<file path="src/rtl/psw_pkg.sv">
package psw_pkg;

    localparam int DW      = 32;
    localparam int NUM_SP  = 2;

    // Flag positions inside the status word (Verilog indices)
    localparam int SM_POS  = 7;
    localparam int IE_POS  = 6;
    localparam int C_POS   = 0;
    localparam int BSM_POS = 15;
    localparam int BIE_POS = 14;
    localparam int BC_POS  = 8;

    // Control-register numbers
    localparam int CRN_STATUS = 0;
    localparam int CRN_COND   = 1;
    localparam int CRN_ISP    = 2;
    localparam int CRN_USP    = 3;
    localparam int CRN_SAVPC  = 6;

    // Flag triple; packed order matches set/clear request indexing
    typedef struct packed {
        logic sm;
        logic ie;
        logic c;
    } flags_t;

    function automatic logic [DW-1:0] pack_word(input flags_t live, input flags_t bk);
        logic [DW-1:0] w;
        w          = '0;
        w[SM_POS]  = live.sm;
        w[IE_POS]  = live.ie;
        w[C_POS]   = live.c;
        w[BSM_POS] = bk.sm;
        w[BIE_POS] = bk.ie;
        w[BC_POS]  = bk.c;
        return w;
    endfunction

    function automatic flags_t live_of(input logic [DW-1:0] w);
        flags_t f;
        f.sm = w[SM_POS];
        f.ie = w[IE_POS];
        f.c  = w[C_POS];
        return f;
    endfunction

    function automatic flags_t backup_of(input logic [DW-1:0] w);
        flags_t f;
        f.sm = w[BSM_POS];
        f.ie = w[BIE_POS];
        f.c  = w[BC_POS];
        return f;
    endfunction

    function automatic flags_t apply_setclr(input flags_t f, input logic [2:0] set_m,
                                            input logic [2:0] clr_m);
        return flags_t'((f & ~clr_m) | set_m);
    endfunction

endpackage

</file>
<file path="src/rtl/psw_status_unit.sv">
module psw_status_unit
    import psw_pkg::*;
(
    input  logic          clk,
    input  logic          rst,
    input  logic          exc_enter,
    input  logic          exc_return,
    input  logic          wr_en,
    input  logic [DW-1:0] wdata,
    input  logic [2:0]    set_req,
    input  logic [2:0]    clr_req,
    output flags_t        live,
    output flags_t        backup
);

    flags_t live_q, bk_q, live_n, bk_n;

    always_comb begin
        live_n = live_q;
        bk_n   = bk_q;
        if (exc_enter) begin
            bk_n      = live_q;
            live_n.ie = 1'b0;
        end else if (exc_return) begin
            live_n = bk_q;
        end else begin
            if (wr_en) begin
                live_n = live_of(wdata);
                bk_n   = backup_of(wdata);
            end
            live_n = apply_setclr(live_n, set_req, clr_req);
        end
    end

    always_ff @(posedge clk) begin
        if (rst) begin
            live_q <= '0;
            bk_q   <= '0;
        end else begin
            live_q <= live_n;
            bk_q   <= bk_n;
        end
    end

    assign live   = live_q;
    assign backup = bk_q;

endmodule

</file>
<file path="src/rtl/psw_sp_bank.sv">
module psw_sp_bank
    import psw_pkg::*;
#(
    parameter int W = DW
) (
    input  logic              clk,
    input  logic              rst,
    input  logic              sel_user,
    input  logic              alias_we,
    input  logic [W-1:0]      alias_wdata,
    input  logic [NUM_SP-1:0] cr_we,
    input  logic [W-1:0]      cr_wdata,
    output logic [W-1:0]      isp,
    output logic [W-1:0]      usp,
    output logic [W-1:0]      alias_rdata
);

    logic [W-1:0] sp_q [NUM_SP];

    for (genvar g = 0; g < NUM_SP; g++) begin : g_sp
        logic alias_hit;
        assign alias_hit = alias_we && (int'(sel_user) == g);
        always_ff @(posedge clk) begin
            if (rst)
                sp_q[g] <= '0;
            else if (cr_we[g])
                sp_q[g] <= cr_wdata;
            else if (alias_hit)
                sp_q[g] <= alias_wdata;
        end
    end

    assign isp         = sp_q[0];
    assign usp         = sp_q[1];
    assign alias_rdata = sel_user ? sp_q[1] : sp_q[0];

endmodule

</file>
<file path="src/rtl/psw_saved_pc.sv">
module psw_saved_pc
    import psw_pkg::*;
#(
    parameter int W = DW
) (
    input  logic         clk,
    input  logic         rst,
    input  logic         exc_enter,
    input  logic         save_next,
    input  logic [W-1:0] pc_fault,
    input  logic [W-1:0] pc_next,
    input  logic         wr_en,
    input  logic [W-1:0] wdata,
    output logic [W-1:0] saved_pc,
    output logic [W-1:0] ret_pc
);

    logic [W-1:0] pc_q;
    logic [W-1:0] capture;

    assign capture = save_next ? pc_next : pc_fault;

    always_ff @(posedge clk) begin
        if (rst)
            pc_q <= '0;
        else if (exc_enter)
            pc_q <= {capture[W-1:1], 1'b0};
        else if (wr_en)
            pc_q <= {wdata[W-1:1], 1'b0};
    end

    assign saved_pc = pc_q;
    assign ret_pc   = {pc_q[W-1:2], 2'b00};

endmodule

</file>
<file path="src/rtl/status_stack_regs.sv">
module status_stack_regs
    import psw_pkg::*;
#(
    parameter int CRN_W = 3
) (
    input  logic             clk,
    input  logic             rst,
    input  logic [CRN_W-1:0] cr_sel,
    input  logic             cr_wr_en,
    input  logic [DW-1:0]    cr_wdata,
    output logic [DW-1:0]    cr_rdata,
    input  logic [2:0]       bit_set_req,
    input  logic [2:0]       bit_clr_req,
    input  logic             sp_alias_we,
    input  logic [DW-1:0]    sp_alias_wdata,
    output logic [DW-1:0]    sp_alias_rdata,
    input  logic             exc_enter,
    input  logic             exc_save_next,
    input  logic [DW-1:0]    exc_pc_fault,
    input  logic [DW-1:0]    exc_pc_next,
    input  logic             exc_return,
    output logic             stack_mode,
    output logic             int_enable,
    output logic             cond_flag,
    output logic [DW-1:0]    ret_pc
);

    localparam logic [CRN_W-1:0] SEL_STATUS = CRN_W'(CRN_STATUS);
    localparam logic [CRN_W-1:0] SEL_COND   = CRN_W'(CRN_COND);
    localparam logic [CRN_W-1:0] SEL_ISP    = CRN_W'(CRN_ISP);
    localparam logic [CRN_W-1:0] SEL_USP    = CRN_W'(CRN_USP);
    localparam logic [CRN_W-1:0] SEL_SAVPC  = CRN_W'(CRN_SAVPC);

    flags_t            live, backup;
    logic [DW-1:0]     status_word;
    logic [DW-1:0]     isp, usp, saved_pc;
    logic [NUM_SP-1:0] sp_cr_we;
    logic              status_we, savpc_we;

    assign status_we   = cr_wr_en && (cr_sel == SEL_STATUS);
    assign savpc_we    = cr_wr_en && (cr_sel == SEL_SAVPC);
    assign sp_cr_we[0] = cr_wr_en && (cr_sel == SEL_ISP);
    assign sp_cr_we[1] = cr_wr_en && (cr_sel == SEL_USP);

    psw_status_unit u_status (
        .clk        (clk),
        .rst        (rst),
        .exc_enter  (exc_enter),
        .exc_return (exc_return),
        .wr_en      (status_we),
        .wdata      (cr_wdata),
        .set_req    (bit_set_req),
        .clr_req    (bit_clr_req),
        .live       (live),
        .backup     (backup)
    );

    psw_sp_bank #(.W(DW)) u_sp (
        .clk         (clk),
        .rst         (rst),
        .sel_user    (live.sm),
        .alias_we    (sp_alias_we),
        .alias_wdata (sp_alias_wdata),
        .cr_we       (sp_cr_we),
        .cr_wdata    (cr_wdata),
        .isp         (isp),
        .usp         (usp),
        .alias_rdata (sp_alias_rdata)
    );

    psw_saved_pc #(.W(DW)) u_pc (
        .clk       (clk),
        .rst       (rst),
        .exc_enter (exc_enter),
        .save_next (exc_save_next),
        .pc_fault  (exc_pc_fault),
        .pc_next   (exc_pc_next),
        .wr_en     (savpc_we),
        .wdata     (cr_wdata),
        .saved_pc  (saved_pc),
        .ret_pc    (ret_pc)
    );

    assign status_word = pack_word(live, backup);

    always_comb begin
        if (cr_sel == SEL_STATUS)
            cr_rdata = status_word;
        else if (cr_sel == SEL_COND)
            cr_rdata = {{(DW-1){1'b0}}, live.c};
        else if (cr_sel == SEL_ISP)
            cr_rdata = isp;
        else if (cr_sel == SEL_USP)
            cr_rdata = usp;
        else if (cr_sel == SEL_SAVPC)
            cr_rdata = saved_pc;
        else
            cr_rdata = '0;
    end

    assign stack_mode = live.sm;
    assign int_enable = live.ie;
    assign cond_flag  = live.c;

endmodule

</file>
<file path="config.mk">
export PLATFORM = sky130hd
export DESIGN_NAME = status_stack_regs
export DESIGN_NICKNAME = d
export VERILOG_FILES = /design/src/rtl/psw_pkg.sv /design/src/rtl/psw_status_unit.sv /design/src/rtl/psw_sp_bank.sv /design/src/rtl/psw_saved_pc.sv /design/src/rtl/status_stack_regs.sv
export SDC_FILE = /design/constraint.sdc
export NUM_CORES = 1
export LEC_CHECK = 0
export ABC_AREA = 1
export BUFFER_PORTS_ARGS = -buffer_cell sky130_fd_sc_hd__buf_2
export CORE_MARGIN = 4
export CORE_UTILIZATION = 45
export DETAILED_ROUTE_END_ITERATION = 12
export PLACE_DENSITY = 0.78
export SETUP_SLACK_MARGIN = 0.15
export SYNTH_ARGS = -nofsm -noshare
export SYNTH_HDL_FRONTEND = slang
export SYNTH_SLANG_ARGS = --single-unit
</file>
<file path="constraint.sdc">
create_clock -name clk -period 2.59 [get_ports clk]
set_input_delay 0.518 -clock clk [delete_from_list [all_inputs] [get_ports clk]]
set_output_delay 0.518 -clock clk [all_outputs]
set_load 0.1 [all_outputs]
</file>
==> results.toml, run 1 <==
[synthesis]
yosys_warnings = 0
async_reset_ff_frac = 0
postSynthCellCount = 884
synth.avg_cell_area_sq_um = 7.083
netlist_area_sq_mm = 0.006261
synth.most_common_cell = "nand2_1"
synth_seq_cells = 101
synth_cell_types = 25
ys.flop_type = "edfxtp_1"
yosysTopAreaCell = "edfxtp_1"
ys_seq_area_frac = 0.4253
yosys-top-cells-count = "167 x nand2_1, 163 x nor2_1, 105 x inv_1"
synth.area.top_cells = "edfxtp_1 31%, dfxtp_1 12%, nand2_1 10%"
synth-edff-count = 64
synth_top_cell_area_share = 0.3070

[floorplanning]
io_pins = 243
rows = 42
die_w_microns = 126.0
start_util = 0.4654
core_area_sq_mm = 0.01345
die_y_microns = 126.0
die_area_sq_mm = 0.01586

[grt]
antenna_found_initial = 3
track_usage = 0.2721
grt_max_degree = 63
grt_overflow = 0
grt_pass1_vias = 6542
grt_pass1_wl_mm = 34.13

[setup_path]
path_buf_inv = 4
cp.arrival_ps = 1800
crit_family = "buffers and inverters"
end_kind = "primary output"
crit_fanout = 16
max_stage_delay_ps = 250
worst_path_max_delay_cell = "buf_4"
worstPathRequired_ps = 2070
cp_cell_sequence = "buf_2 -> nand3_1 -> inv_1 -> buf_4 -> nand2_1 -> o211ai_1 -> buf_12"
path_class = "in2out"
start_kind = "input pin"

[cts]
numCtsBuffers = 9
clkTransAtPathRegs_ps = 70
cts_hold_buf = 0
cts_tree = "done"
cts_max_level = 3
cts_root_buffer = "clkbuf_16"
insertion_delay_ps = 350
clkSinkCount = 101
cts.path.max_buffers = 2

[sta]
skew_ps = 6.724
fmax_mhz = 431.3
finalSetupViolations = 0
rsz0062_at_grt = "no"
layout_setup_ws_ps = 271.7
hold_viol_final = 0
max_slew_margin = 0.3485
slew_viol_final = 0
min_period_over_period = 0.8951
layout_min_cycle_time_ps = 2318
hold_ws_ps = 435.3
tightest_slew_ps = 973.5
setup_tns_ps = 0

[cells_and_area]
drive_gt1_frac = 0.3094
fin_nets = 1212
num-fill-cells = 1182
stdcell_count = 1250
syn2layout_area_growth_pct = 36.13

[placement]
hpwlAfterDp_mm = 15.14
globalplace.congestion = 0.8698
pre_cts_ws_ps = 161.6
port_buffers = 238
dp_cells = 1230

[power_and_ir_drop]
p_leak_nw = 3.923
p_per_area_mw_per_mm2 = 622.3
finalPower_mw = 5.304
peakVddDrop_v = 0.0003791

[detailed_routing]
vias = 6833
drt_iter0_markers = 662
vias_per_cell = 5.466
routed_wl_mm = 22.17
drt-pass1-iter-count = 5
route.detailed.drc = 0
final_antenna_net_count = 0
routedWlPerCell_microns = 17.74

[flow_run]
maxCapViolations = 0

[outcome]
status = "completed"

[hold_path]
worst_hold_path_type = "in2reg"
==> cells by family (layout without fill, tap and decap cells) <==
| family | Yosys count | after routing | synth area share |
|---|---|---|---|
| DFF | 101 | 101 | 0.4253 |
| AOI/OAI and AO/OA | 193 | 193 | 0.1797 |
| other | 1 | 3 | 0.0005989 |
| buffers and inverters | 201 | 389 | 0.1471 |
| and+or+nand+nor | 388 | 388 | 0.2474 |
==> state kept, by name (all words and copies together), names as in the netlist <==
name / cells
u_pc.saved_pc: 31
u_sp.sp_q: 64
u_status.backup: 3
u_status.live: 3
==> per-stage QoR <==
| stage | area [sq um] | utilization |
|---|---|---|
| detailed placement | 8142 | 0.6052 |
| global route | 8523 | 0.6336 |
| floorplan | 6523 | - |
| global placement | 8142 | 0.6052 |
| CTS | 8493 | 0.6313 |
| finish | 8523 | 0.6336 |
==> per-layer routing <==
metal	part of all wire	global-route usage	up-vias	wire length, microns
li1	-	-	3252	-
met1	0.37	0.3260	3143	8305
met2	0.50	0.4676	383	11060
met3	0.097	0.06986	53	2142
met4	0.030	0.1079	2	654
met5	0.00032	0	-	7
==> area by class of cell <==
class	count	area (sq um)	share of cell area
multi-input cells	583	2927	0.3434
flip-flops and latches	101	2666	0.3128
repair buffers	263	1957	0.2296
inverters	110	435.4	0.05109
clock buffers	9	225.2	0.02642
well taps	176	220.2	0.02584
clock inverters	7	90.09	0.01057
diodes	1	2.502	0.0002936
==> timing repair <==
item,CTS,global route
gates resized for setup,8,0
cloned,0,0
buffers inserted,2,1
endpoints found under the setup margin,10,16
endpoints found under the hold margin,0,0
==> worst reg2reg max path: cells and delay by family, from the launching register on <==
family	cells	cell delay (ps)
AO/OA/AOI/OAI	1	780
flip-flops	1	510
AND/OR/NAND/NOR	2	330
buffers and inverters	2	350
==> power breakdown <==
| group | switching (mW) | leakage, nW | internal (mW) |
|---|---|---|---|
| clock | 0.622 | 0.153 | 0.842 |
| sequential | 0.0698 | 0.983 | 1.85 |
| combinational | 1.47 | 2.79 | 0.451 |
==> path summary, 6_finish.rpt <==
check	to	cells after the start	slack, ps	startpoint
min	u_status.live[0]$_SDFFE_PP0N_	5	440	bit_set_req[0]
max reg2reg	u_sp.sp_q[1][5]$_SDFFCE_PN0P_	5	470	u_status.live[2]$_SDFFE_PP0N_
max	cr_rdata[29]	7	270	cr_sel[0]
min reg2reg	u_status.live[0]$_SDFFE_PP0N_	2	500	u_status.live[0]$_SDFFE_PP0N_
==> layout by cell type, fill, tap and decap left out, drive strengths merged <==
cell,n
nand3,46
nand3b,1
nor2,167
o211ai,26
a21oi,7
dfxtp,37
nor3,1
o22ai,60
nand2,168
conb,2
o21ai,96
edfxtp,64
diode,1
clkinv,4
buf,263
nand4,5
o2111ai,4
clkbuf,9
inv,109
clkinvlp,2
bufinv,2
No activity file was read; power rests on OpenSTA's default activity.
==> run 2, diff against run 1 <==
--- a/config.mk
+++ b/config.mk
@@ -7,6 +7,7 @@
 export LEC_CHECK = 0
 export ABC_AREA = 1
 export BUFFER_PORTS_ARGS = -buffer_cell sky130_fd_sc_hd__buf_2
+export CORE_ASPECT_RATIO = 0.8
 export CORE_MARGIN = 4
 export CORE_UTILIZATION = 45
 export DETAILED_ROUTE_END_ITERATION = 12
==> results.toml, run 2 (synthesis results as in run 1) <==
[sta]
finalSetupViolations = 0
tightest_slew_ps = 986.6
layout_min_cycle_time_ps = 2380
slew_viol_final = 0
hold_viol_final = 0
skew_ps = 9.193
min_period_over_period = 0.9189
layout_setup_ws_ps = 209.9
rsz0062_at_grt = "no"
max_slew_margin = 0.3398
hold_ws_ps = 441.3
fmax_mhz = 420.2

[setup_path]
max_stage_delay_ps = 570
start_kind = "flop"
path_class = "reg2out"
r2r_cells = 4
worst_path_max_delay_cell = "dfxtp_4"
worstPathRequired_ps = 2070
end_kind = "primary output"
cp.arrival_ps = 1860
crit_fanout = 44
rrSetupSlack_ps = 220
cp_cell_sequence = "buf_12 -> nand2_1 -> o21ai_2 -> buf_2"

[cells_and_area]
layout_commonest_cell = "buf_2"
mostFrequentLayoutCells = "190 x buf_2, 163 x nor2_1, 160 x nand2_1, 103 x inv_1, 67 x o21ai_0"
drive_gt1_frac = 0.3059
design_area_sq_mm = 0.008456
largest_register_ffs = 64
regMostFlops = "u_sp.sp_q"
syn2layout_area_growth_pct = 35.05
final_core_util = 0.6218
fin_nets = 1208

[cts]
cts.path.max_buffers = 2
clkTransAtPathRegs_ps = 70
cts_max_level = 3
numCtsBuffers = 9
cts_tree = "done"
insertion_delay_ps = 340
clkSinkCount = 101
postCtsSetupRepairBufs = 0
cts_root_buffer = "clkbuf_16"
cts_hold_buf = 0

[power_and_ir_drop]
p_per_area_mw_per_mm2 = 612.3
peakVddDrop_v = 0.0003371
finalPower_mw = 5.177
p_leak_nw = 3.876

[grt]
track_usage = 0.2672
grt_pass1_vias = 6490
antenna_found_initial = 2
grt_max_degree = 63
grt_overflow = 0
grt_pass1_wl_mm = 33.68

[detailed_routing]
vias = 6782
final_antenna_net_count = 0
drt-pass1-iter-count = 5
vias_per_cell = 5.426
route.detailed.drc = 0
routed_wl_mm = 21.75
drt_iter0_markers = 544
routedWlPerCell_microns = 17.40

[placement]
placed_cell_area_sq_mm = 0.008114
port_buffers = 238
globalplace.congestion = 0.9036
hpwlAfterDp_mm = 14.86
pre_cts_ws_ps = 181.0

[floorplanning]
die_y_microns = 113.5
rows = 38
die_area_sq_mm = 0.01588
die_w_microns = 139.9
start_util = 0.4604
io_pins = 243
core_area_sq_mm = 0.01360

[outcome]
status = "completed"

[flow_run]
maxCapViolations = 0

[hold_path]
holdPathStages = 3
worst_hold_path_type = "in2reg"
## run 2: stage by stage
| stage | TNS, ps | std cells |
|---|---|---|
| 3_5_place_dp | 0 | 1233 |
| 2_1_floorplan | -11460 | 885 |
| 3_3_place_gp | 0 | 1233 |
| 6_report | 0 | 1250 |
| 5_1_grt | 0 | 1249 |
| 4_1_cts | 0 | 1249 |
## run 2: worst max-delay path, delay by kind of cell, from the launching register on
kind                   cells  cell delay, ps
buffers and inverters      2             760
AND/OR/NAND/NOR            1             100
AO/OA/AOI/OAI              1              70
flip-flops                 1             570
## run 2: final cells by class
| type | count | area (sq um) |
|---|---|---|
| inverters | 110 | 435.4 |
| clock inverters | 6 | 63.81 |
| well taps | 180 | 225.2 |
| multi-input cells | 583 | 2927 |
| repair buffers | 259 | 1907 |
| diodes | 1 | 2.502 |
| clock buffers | 10 | 229.0 |
| flip-flops and latches | 101 | 2666 |
| fillers | 1217 | 5142 |
## run 2: final timing paths
kind / startpoint / end
max reg2reg: u_status.live[2]$_SDFFE_PP0N_ / u_sp.sp_q[1][27]$_SDFFCE_PN0P_
min reg2reg: u_status.live[0]$_SDFFE_PP0N_ / u_status.live[0]$_SDFFE_PP0N_
max: u_status.live[2]$_SDFFE_PP0N_ / sp_alias_rdata[3]
min: bit_clr_req[1] / u_status.live[1]$_SDFF_PP0_
## run 2: metal layers
| metal | share of wire | wire (microns) | GRT usage |
|---|---|---|---|
| met5 | 0.00055 | 12 | 0 |
| met4 | 0.013 | 280 | 0.07166 |
| met3 | 0.11 | 2323 | 0.06999 |
| met2 | 0.48 | 10490 | 0.4624 |
| met1 | 0.40 | 8639 | 0.3339 |
## run 2: power breakdown
group          internal (mW)  switching, mW  leakage, nW  total [mW]
logic                  0.446           1.46         2.75        1.91
clock network          0.749          0.601        0.140        1.35
registers               1.85         0.0712        0.983        1.92
## run 2: timing repair
| item | in CTS | in global routing |
|---|---|---|
| cloned | 0 | 0 |
| gates resized for setup | 1 | 18 |
| setup endpoints to repair | 2 | 18 |
